`config.mk`:
```
export PLATFORM = sky130hd
export DESIGN_NAME = psram_seq
export DESIGN_NICKNAME = d
export VERILOG_FILES = /design/src/rtl/psram_seq_pkg.sv /design/src/rtl/psram_seq_ctrl.sv /design/src/rtl/psram_seq_dp.sv /design/src/rtl/psram_seq.sv
export SDC_FILE = /design/constraint.sdc
export NUM_CORES = 1
export LEC_CHECK = 0
export CELL_PAD_IN_SITES_DETAIL_PLACEMENT = 1
export CELL_PAD_IN_SITES_GLOBAL_PLACEMENT = 1
export CORE_MARGIN = 2
export CORE_UTILIZATION = 39
export CTS_CLUSTER_DIAMETER = 120
export CTS_CLUSTER_SIZE = 12
export DETAILED_ROUTE_END_ITERATION = 10
export PLACE_DENSITY = 0.95
export SYNTH_ARGS = -nofsm -noshare
export SYNTH_HDL_FRONTEND = slang
export SYNTH_SLANG_ARGS = --single-unit
```
`constraint.sdc`:
```
create_clock -name clk -period 6.6 [get_ports clk]
set_input_delay 0.99 -clock clk [delete_from_list [all_inputs] [get_ports clk]]
set_output_delay 0.99 -clock clk [all_outputs]
set_load 0.005 [all_outputs]
```
`src/rtl/psram_seq_pkg.sv`:
```
package psram_seq_pkg;

  typedef enum logic [1:0] {
    OP_LOAD  = 2'd0,
    OP_READ  = 2'd1,
    OP_ENTER = 2'd2,
    OP_WAKE  = 2'd3
  } seq_op_e;

  typedef enum logic [2:0] {
    ST_PWR,
    ST_IDLE,
    ST_REQ,
    ST_ACT,
    ST_END,
    ST_RCV
  } seq_state_e;

  // Strobes from control to datapath, all active high.
  typedef struct packed {
    logic take;     // latch command data
    logic ce;       // chip enable asserted
    logic we;       // write enable asserted
    logic oe;       // output enable asserted
    logic zz;       // sleep/config select asserted
    logic be;       // byte enables asserted
    logic cap;      // capture read data
    logic commit;   // update shadow from latched data
    logic restore;  // shadow back to default
  } seq_strb_t;

endpackage

```
`src/rtl/psram_seq_ctrl.sv`:
```
module psram_seq_ctrl
  import psram_seq_pkg::*;
#(
  parameter int PWRUP_CYC = 18750,
  parameter int PULSE_CYC = 8,
  parameter int DPDX_CYC  = 1250,
  parameter int RECOV_CYC = 1875
) (
  input  logic      clk,
  input  logic      rstN,
  input  logic      cmdValid,
  input  seq_op_e   cmdOp,
  input  logic      shadowArmed,
  input  logic      busGnt,
  input  logic      acReq,
  output logic      cmdReady,
  output logic      busReq,
  output logic      seqDrive,
  output logic      acAllow,
  output logic      acErr,
  output logic      rspValid,
  output logic      rspErr,
  output seq_strb_t strb
);

  localparam int MAX_A = (PWRUP_CYC > DPDX_CYC) ? PWRUP_CYC : DPDX_CYC;
  localparam int MAX_B = (RECOV_CYC > PULSE_CYC) ? RECOV_CYC : PULSE_CYC;
  localparam int MAX_C = (MAX_A > MAX_B) ? MAX_A : MAX_B;
  localparam int CNT_W = $clog2(MAX_C + 1);

  localparam logic [CNT_W-1:0] PWR_LD = CNT_W'(PWRUP_CYC - 1);
  localparam logic [CNT_W-1:0] PLS_LD = CNT_W'(PULSE_CYC - 1);
  localparam logic [CNT_W-1:0] DPX_LD = CNT_W'(DPDX_CYC - 1);
  localparam logic [CNT_W-1:0] RCV_LD = CNT_W'(RECOV_CYC - 1);

  seq_state_e       st;
  seq_op_e          opReg;
  logic [CNT_W-1:0] cnt;
  logic             dpd;
  logic             reqBad;
  logic             cntZero;

  assign cntZero = (cnt == '0);

  // Refusal rule for a newly offered command.
  always_comb begin
    if (dpd) reqBad = (cmdOp != OP_WAKE);
    else     reqBad = (cmdOp == OP_WAKE) || ((cmdOp == OP_ENTER) && !shadowArmed);
  end

  assign cmdReady = (st == ST_IDLE);
  assign busReq   = (st == ST_REQ) || (st == ST_ACT) || (st == ST_END);
  assign seqDrive = (st == ST_ACT) || (st == ST_END);
  assign acAllow  = (st == ST_IDLE) && !dpd;

  always_ff @(posedge clk or negedge rstN) begin
    if (!rstN) begin
      st       <= ST_PWR;
      opReg    <= OP_LOAD;
      cnt      <= PWR_LD;
      dpd      <= 1'b0;
      rspValid <= 1'b0;
      rspErr   <= 1'b0;
      acErr    <= 1'b0;
    end else begin
      rspValid <= 1'b0;
      rspErr   <= 1'b0;
      acErr    <= acReq && !acAllow;
      case (st)
        ST_PWR: begin
          if (cntZero) st <= ST_IDLE;
          else         cnt <= cnt - 1'b1;
        end
        ST_IDLE: begin
          if (cmdValid) begin
            opReg <= cmdOp;
            if (reqBad) begin
              rspValid <= 1'b1;
              rspErr   <= 1'b1;
            end else begin
              st <= ST_REQ;
            end
          end
        end
        ST_REQ: begin
          if (busGnt) begin
            st  <= ST_ACT;
            cnt <= (opReg == OP_WAKE) ? DPX_LD : PLS_LD;
          end
        end
        ST_ACT: begin
          if (cntZero) st <= ST_END;
          else         cnt <= cnt - 1'b1;
        end
        ST_END: begin
          if (opReg == OP_WAKE) begin
            st  <= ST_RCV;
            cnt <= RCV_LD;
          end else begin
            st       <= ST_IDLE;
            rspValid <= 1'b1;
            // Shadow still holds the value from before this edge.
            if (shadowArmed) dpd <= 1'b1;
          end
        end
        ST_RCV: begin
          if (cntZero) begin
            st       <= ST_IDLE;
            dpd      <= 1'b0;
            rspValid <= 1'b1;
          end else begin
            cnt <= cnt - 1'b1;
          end
        end
        default: st <= ST_IDLE;
      endcase
    end
  end

  always_comb begin
    strb         = '0;
    strb.take    = (st == ST_IDLE) && cmdValid;
    strb.restore = (st == ST_RCV) && cntZero;
    if (st == ST_ACT) begin
      strb.ce = 1'b1;
      case (opReg)
        OP_LOAD: begin
          strb.we = 1'b1;
          strb.zz = 1'b1;
        end
        OP_READ: begin
          strb.oe  = 1'b1;
          strb.zz  = 1'b1;
          strb.be  = 1'b1;
          strb.cap = cntZero;
        end
        default: ;
      endcase
    end else if (st == ST_END) begin
      strb.zz     = (opReg == OP_LOAD) || (opReg == OP_READ);
      strb.commit = (opReg == OP_LOAD);
    end
  end

endmodule

```
`src/rtl/psram_seq_dp.sv`:
```
module psram_seq_dp
  import psram_seq_pkg::*;
#(
  parameter int                ADDR_W     = 22,
  parameter int                DATA_W     = 16,
  parameter int                DPD_BIT    = 4,
  parameter logic [ADDR_W-1:0] CR_DEFAULT = 22'h000070
) (
  input  logic              clk,
  input  logic              rstN,
  input  seq_strb_t         strb,
  input  logic [ADDR_W-1:0] cmdData,
  input  logic [DATA_W-1:0] dqIn,
  output logic              shadowArmed,
  output logic [DATA_W-1:0] rspData,
  output logic              ceN,
  output logic              weN,
  output logic              oeN,
  output logic              zzN,
  output logic              lbN,
  output logic              ubN,
  output logic [ADDR_W-1:0] addr
);

  logic [ADDR_W-1:0] cmdLatch;
  logic [ADDR_W-1:0] shadow;

  always_ff @(posedge clk or negedge rstN) begin
    if (!rstN) begin
      cmdLatch <= '0;
      shadow   <= CR_DEFAULT;
      rspData  <= '0;
    end else begin
      if (strb.take)    cmdLatch <= cmdData;
      if (strb.commit)  shadow   <= cmdLatch;
      if (strb.restore) shadow   <= CR_DEFAULT;
      if (strb.cap)     rspData  <= dqIn;
    end
  end

  assign shadowArmed = !shadow[DPD_BIT];

  assign ceN  = !strb.ce;
  assign weN  = !strb.we;
  assign oeN  = !strb.oe;
  assign zzN  = !strb.zz;
  assign lbN  = !strb.be;
  assign ubN  = !strb.be;
  assign addr = (strb.ce || strb.zz) ? cmdLatch : '0;

endmodule

```
`src/rtl/psram_seq.sv`:
```
module psram_seq
  import psram_seq_pkg::*;
#(
  parameter int                ADDR_W     = 22,
  parameter int                DATA_W     = 16,
  parameter int                DPD_BIT    = 4,
  parameter logic [ADDR_W-1:0] CR_DEFAULT = 22'h000070,
  parameter int                PWRUP_CYC  = 18750,
  parameter int                PULSE_CYC  = 8,
  parameter int                DPDX_CYC   = 1250,
  parameter int                RECOV_CYC  = 1875
) (
  input  logic              clk,
  input  logic              rstN,
  input  logic              cmdValid,
  input  logic [1:0]        cmdOp,
  input  logic [ADDR_W-1:0] cmdData,
  output logic              cmdReady,
  output logic              rspValid,
  output logic              rspErr,
  output logic [DATA_W-1:0] rspData,
  output logic              busReq,
  input  logic              busGnt,
  output logic              seqDrive,
  input  logic              acReq,
  output logic              acAllow,
  output logic              acErr,
  output logic              ceN,
  output logic              weN,
  output logic              oeN,
  output logic              zzN,
  output logic              lbN,
  output logic              ubN,
  output logic [ADDR_W-1:0] addr,
  input  logic [DATA_W-1:0] dqIn
);

  seq_strb_t strb;
  logic      shadowArmed;

  psram_seq_ctrl #(
    .PWRUP_CYC(PWRUP_CYC), .PULSE_CYC(PULSE_CYC),
    .DPDX_CYC(DPDX_CYC),   .RECOV_CYC(RECOV_CYC)
  ) u_ctrl (
    .clk(clk), .rstN(rstN), .cmdValid(cmdValid), .cmdOp(seq_op_e'(cmdOp)),
    .shadowArmed(shadowArmed), .busGnt(busGnt), .acReq(acReq),
    .cmdReady(cmdReady), .busReq(busReq), .seqDrive(seqDrive),
    .acAllow(acAllow), .acErr(acErr), .rspValid(rspValid), .rspErr(rspErr),
    .strb(strb)
  );

  psram_seq_dp #(
    .ADDR_W(ADDR_W), .DATA_W(DATA_W), .DPD_BIT(DPD_BIT), .CR_DEFAULT(CR_DEFAULT)
  ) u_dp (
    .clk(clk), .rstN(rstN), .strb(strb), .cmdData(cmdData), .dqIn(dqIn),
    .shadowArmed(shadowArmed), .rspData(rspData),
    .ceN(ceN), .weN(weN), .oeN(oeN), .zzN(zzN), .lbN(lbN), .ubN(ubN), .addr(addr)
  );

endmodule

```
==> impl_metrics.toml, run 1 <==
[placement]
gp_congestion = 0.861
dp.cells = 481
io_buffers = 95
dp_hpwl_um = 6760

[route]
drt-pass1-iter-count = 4
antenna_left = 0
num_vias = 2780
drt_iter0_drc = 136
routed_wl_um = 9820
drc = 0
via_per_inst = 5.59
wl_per_cell_um = 19.7

[min_path]
min_path_type = "flop to flop"
hold_path_depth = 1

[layout]
regArea_um2 = 1590
stdcell_count = 497
drive_gt1_frac = 0.184
layout_common_cells = "clkdlybuf4s50_1, dfrtp_1, mux2_2, nor2b_1, o21ai_0"
diodes = 0
multi_input_comb_area_um2 = 1550
syn2layout_area_growth_pct = 36.0
nets = 433
final_common_cell = "clkdlybuf4s50_1"
nFillCells = 885

[setup_path]
crit_arrival_ps = 3160
crit_path_max_fanout = 22
critPathKind = "flop to output port"
startpoint_type = "flop"
rr_worst_depth = 4
r2r_slack_ps = 3670
endpoint_kind = "output port"
worstPathRequired_ps = 5610

[global_route]
overflow = 0
antenna_found_initial = 0
grt_pass1_vias = 3007
grt_pass1_wl_um = 15500
grt_usage = 0.225
grt_max_degree = 64

[timing]
hold_viol = 0
finalSetupViolCount = 0
max_slew_margin = 0.227
tns_ps = 0
min_period_over_period = 0.629
skew_ps = 7.74
worstMarginPinSlew_ps = 1160
period_minus_slack_ps = 4150
fmax_ghz = 0.241
rsz0062_at_grt = "false"
drv_slew = 0

[cts]
cts-buffers-inserted = 9
clockRootBuffer = "clkbuf_8"
cts.sinks = 63
tritoncts = "built"
htree_levels = 3
cts_resized = 0
cts_setup_buffers = 0
clkLatencyLatePin_ps = 360
clk_path_buf_depth = 2
path_clk_slew_ps = 70
cts_hold_buf = 0

[power_and_ir_drop]
internal_power_w = 0.00125
p_leak_nw = 1.84
switching_share = 0.381
clkPwrFrac = 0.196
p_seq_frac = 0.334
power_density_nw_per_um2 = 451
p_switching_w = 0.000768
ir_drop_mv = 0.190
combPwrFrac = 0.470

[yosys]
syn_inst = 303
ys.flop_type = "dfrtp_1"
synth_edf_count = 0
ys_types = 67
syn_area_um2 = 3290
synthArstFlopShare = 1.00
syn_area_per_cell_um2 = 10.9
ys_seq_area_frac = 0.482
syn-num-nets = 349
synth_warnings = 0
synth_seq_cells = 63

[floorplan]
die_area_um2 = 9190
io_pins = 96
start_util = 0.401
rows = 33
core_um2 = 8220
die_w_um = 95.9
die_h_um = 95.9

[run]
maxCapViolCount = 0

[run_status]
outcome = "completed"
[cell families (layout without fill, tap and decap cells)]
logic type      Yosys count  after routing  share of synthesized area
simple gates             91             91                      0.173
compound gates           74             74                      0.146
flops                    63             63                      0.482
mux                      41             41                      0.140
buf+inv                  30            119                     0.0471
xor+xnor                  3              3                    0.00798
fa+ha+maj                 1              1                    0.00380
[power by group through the flow]
| stage | combinational, W | clock, W | sequential (W) |
|---|---|---|---|
| after floorplan | 0.000608 | 0 | 0.000604 |
| after global placement | 0.000887 | 0 | 0.000661 |
| after detailed placement | 0.000935 | 0 | 0.000677 |
| after CTS | 0.000955 | 0.000404 | 0.000674 |
| after global routing | 0.00104 | 0.000419 | 0.000696 |
| final | 0.000948 | 0.000396 | 0.000675 |
[sequential cells by signal, summed over array words and instances (netlist names)]
register / flops
u_ctrl.rspValid: 1
u_ctrl.acErr: 1
u_dp.rspData: 16
u_ctrl.rspErr: 1
u_ctrl.opReg: 2
u_ctrl.cnt: 15
u_ctrl.dpd: 1
u_dp.shadow: 1
u_ctrl.st: 3
u_dp.cmdLatch: 22
[critical path: stages, from the launching register on]
cell and delay (ps):
dfrtp_1 740, nand2b_1 380, nand2b_1 360, o21a_1 670
nor2b_1 150, clkdlybuf4s50_1 500
[layer usage]
| metal | share of wire | GRT usage | up-vias |
|---|---|---|---|
| met4 | 0.039 | 0.132 | 0 |
| met2 | 0.51 | 0.382 | 103 |
| met3 | 0.054 | 0.0501 | 30 |
| met1 | 0.40 | 0.259 | 1398 |
| met5 | 0 | 0 | - |
| li1 | - | - | 1249 |
[synth_stat cells, types with 7 or more instances]
master,n,area share
nor3_1,7,0.011
dfstp_2,9,0.072
nand2_1,8,0.0091
a21oi_1,17,0.026
dfrtp_1,54,0.41
o21ai_0,24,0.036
mux2_2,30,0.10
clkbuf_1,11,0.013
nor2b_1,24,0.046
inv_1,7,0.0080
nor2_1,18,0.021
mux2_1,10,0.034
[metrics by stage]
| stage | hold slack, ps | setup WS [ps] | instance area, um2 | total power [W] | util |
|---|---|---|---|---|---|
| after floorplan | 448 | 3960 | 3290 | 0.00121 | - |
| after global placement | 460 | 3110 | 4250 | 0.00155 | 0.517 |
| after detailed placement | 469 | 2890 | 4250 | 0.00161 | 0.517 |
| final | 478 | 2450 | 4480 | 0.00202 | 0.545 |
| after CTS | 481 | 2430 | 4480 | 0.00203 | 0.545 |
| after global routing | 489 | 2200 | 4480 | 0.00215 | 0.545 |
[area by class of cell]
class | instances | area share
Inverter | 7 | 0.00587
Clock buffer | 10 | 0.0307
Sequential cell | 63 | 0.354
Tap cell | 105 | 0.0293
Multi-Input combinational cell | 210 | 0.346
Timing Repair Buffer | 96 | 0.213
Clock inverter | 6 | 0.0207
[final timing paths]
path / startpoint / endpoint
max in group asynchronous: rstN / u_dp.rspData[9]
hold reg to reg: u_ctrl.cnt[14] / u_ctrl.cnt[14]
setup reg to reg: u_ctrl.st[0] / u_dp.cmdLatch[13]
hold / removal: u_ctrl.cnt[14] / u_ctrl.cnt[14]
min in group asynchronous: rstN / u_ctrl.st[0]
setup / recovery: u_ctrl.st[1] / addr[2]
(Power assumes the default switching activity.)
==> inputs of run 2 (changes only) <==
--- a/config.mk
+++ b/config.mk
@@ -8,11 +8,11 @@
 export CELL_PAD_IN_SITES_DETAIL_PLACEMENT = 1
 export CELL_PAD_IN_SITES_GLOBAL_PLACEMENT = 1
 export CORE_MARGIN = 2
-export CORE_UTILIZATION = 39
+export CORE_UTILIZATION = 33
 export CTS_CLUSTER_DIAMETER = 120
 export CTS_CLUSTER_SIZE = 12
 export DETAILED_ROUTE_END_ITERATION = 10
-export PLACE_DENSITY = 0.95
+export PLACE_DENSITY = 0.88
 export SYNTH_ARGS = -nofsm -noshare
 export SYNTH_HDL_FRONTEND = slang
 export SYNTH_SLANG_ARGS = --single-unit
==> constraint.sdc (replaced) <==
create_clock -name clk -period 3.58 [get_ports clk]
set_input_delay 0.537 -clock clk [delete_from_list [all_inputs] [get_ports clk]]
set_output_delay 0.537 -clock clk [all_outputs]
set_load 0.005 [all_outputs]
==> impl_metrics.toml, run 2 (synthesized netlist as in run 1, its figures left out) <==
[timing]
hold_ws_ps = 294
hold_viol = 0
tns_ps = 0
rsz0062_at_grt = "false"
fmax_ghz = 0.302
worst_slack_ps = 269
drv_slew = 0
worstMarginPinSlew_ps = 838
min_period_over_period = 0.925
period_minus_slack_ps = 3310
finalSetupViolCount = 0
skew_ps = 12.0
max_slew_margin = 0.441

[route]
drc = 0
antenna_left = 0
num_vias = 2711
route.met2.wl_um = 4840
met1_length_um = 3860
wl_per_cell_um = 17.8
met3WireLength_um = 493
drt-pass1-iter-count = 4
routed_wl_um = 9380
drt_iter0_drc = 101
routed.top_layer = "met4"
via_per_inst = 5.13

[placement]
place_ws_ps = 473
dp_hpwl_um = 6710
gp_congestion = 0.848
io_buffers = 95
post_dp_cell_area_um2 = 4310

[global_route]
antenna_found_initial = 0
grt_pass1_vias = 2970
grt_usage = 0.181
grt_max_degree = 38
overflow = 0
grt_pass1_wl_um = 15700

[layout]
syn2layout_area_growth_pct = 37.1
nFillCells = 1094
reg_top3 = "u_dp.cmdLatch x22, u_dp.rspData x16, u_ctrl.cnt x15"
multi_input_comb_area_um2 = 1550
largest_register_ffs = 22
final_common_cell = "clkdlybuf4s50_1"
largest_register = "u_dp.cmdLatch"
nets = 436
fin_area_um2 = 4520
regArea_um2 = 1590
diodes = 0
layout_common_cells = "clkdlybuf4s50_1, dfrtp_1, mux2_2, nor2b_1, o21ai_0"
drive_gt1_frac = 0.192

[power_and_ir_drop]
power_density_nw_per_um2 = 804
p_leak_nw = 1.86
ir_drop_mv = 0.368

[cts]
cts_hold_buf = 0
cts_resized = 0
htree_levels = 3
path_clk_slew_ps = 80
clockRootBuffer = "clkbuf_8"
clk_path_buf_depth = 2
clkLatencyLatePin_ps = 340
cts.sinks = 63
cts_setup_buffers = 0
tritoncts = "built"
cts-buffers-inserted = 9

[setup_path]
crit_arrival_ps = 2770
crit_top_cell = "nand2b_1"
max_stage_delay_ps = 650
cpMaxStageDelayCell = "dfrtp_1"
crit_chain = "nand2b_1 -> nand2b_1 -> o21a_2 -> nor2b_1 -> clkdlybuf4s50_1"
rr_worst_depth = 7
crit_path_max_fanout = 22
startpoint_type = "flop"
timing.rr.start = "u_ctrl.cnt[1]"
worstSetupStartpoint = "u_ctrl.st[2]"
worstPathRequired_ps = 3040
r2r_slack_ps = 740
endpoint_kind = "output port"
critPathKind = "flop to output port"
timing.rr.end = "u_ctrl.cnt[11]"
crit_end = "addr[14]"

[min_path]
min_path_type = "input pin to async pin"

[floorplan]
core_um2 = 9730
rows = 36
die_w_um = 104
start_util = 0.338
io_pins = 96
die_h_um = 104
die_area_um2 = 10800

[run_status]
outcome = "completed"

[run]
maxCapViolCount = 0
-- run 2: layout make-up --
class | instances | area share
Sequential cell | 63 | 0.352
Multi-Input combinational cell | 210 | 0.344
Timing Repair Buffer | 99 | 0.216
Tap cell | 133 | 0.0369
Clock buffer | 11 | 0.0335
Clock inverter | 5 | 0.0125
Inverter | 7 | 0.00582
-- run 2: worst min-delay path by stage --
stage,to,from,slack (ps),cells after the start
6_report,u_dp.rspData[2],rstN,290,1
5_1_grt,u_dp.rspData[2],rstN,350,1
4_1_cts,u_dp.rspData[2],rstN,320,1
3_5_place_dp,u_ctrl.cnt[14],u_ctrl.cnt[14],460,1
3_3_place_gp,u_ctrl.cnt[14],u_ctrl.cnt[14],460,1
2_1_floorplan,u_ctrl.acErr,rstN,240,0
-- run 2: per-layer routing --
metal	GRT usage	vias to the layer above
met5	0	-
met4	0.0608	0
met3	0.0470	14
met2	0.323	86
met1	0.211	1354
li1	-	1257
-- run 2: worst max-delay path: cells and delay by family (launching register included) --
kind | cells | cell delay (ps)
buffers and inverters | 1 | 540
and+or+nand+nor | 3 | 830
DFF | 1 | 650
AOI/OAI and AO/OA | 1 | 410
-- run 2: where the power goes --
| group | switching, W | internal (W) | total [W] |
|---|---|---|---|
| clock network | 0.000291 | 0.000358 | 0.000649 |
| logic | 0.000864 | 0.000926 | 0.00179 |
| registers | 0.000210 | 0.000981 | 0.00119 |
-- run 2: per-stage QoR --
stage               cells  utilization  power (W)
floorplan             303            -    0.00223
global placement      512        0.443    0.00290
detailed placement    512        0.443    0.00299
CTS                   528        0.464    0.00366
global route          528        0.464    0.00388
finish                528        0.464    0.00363
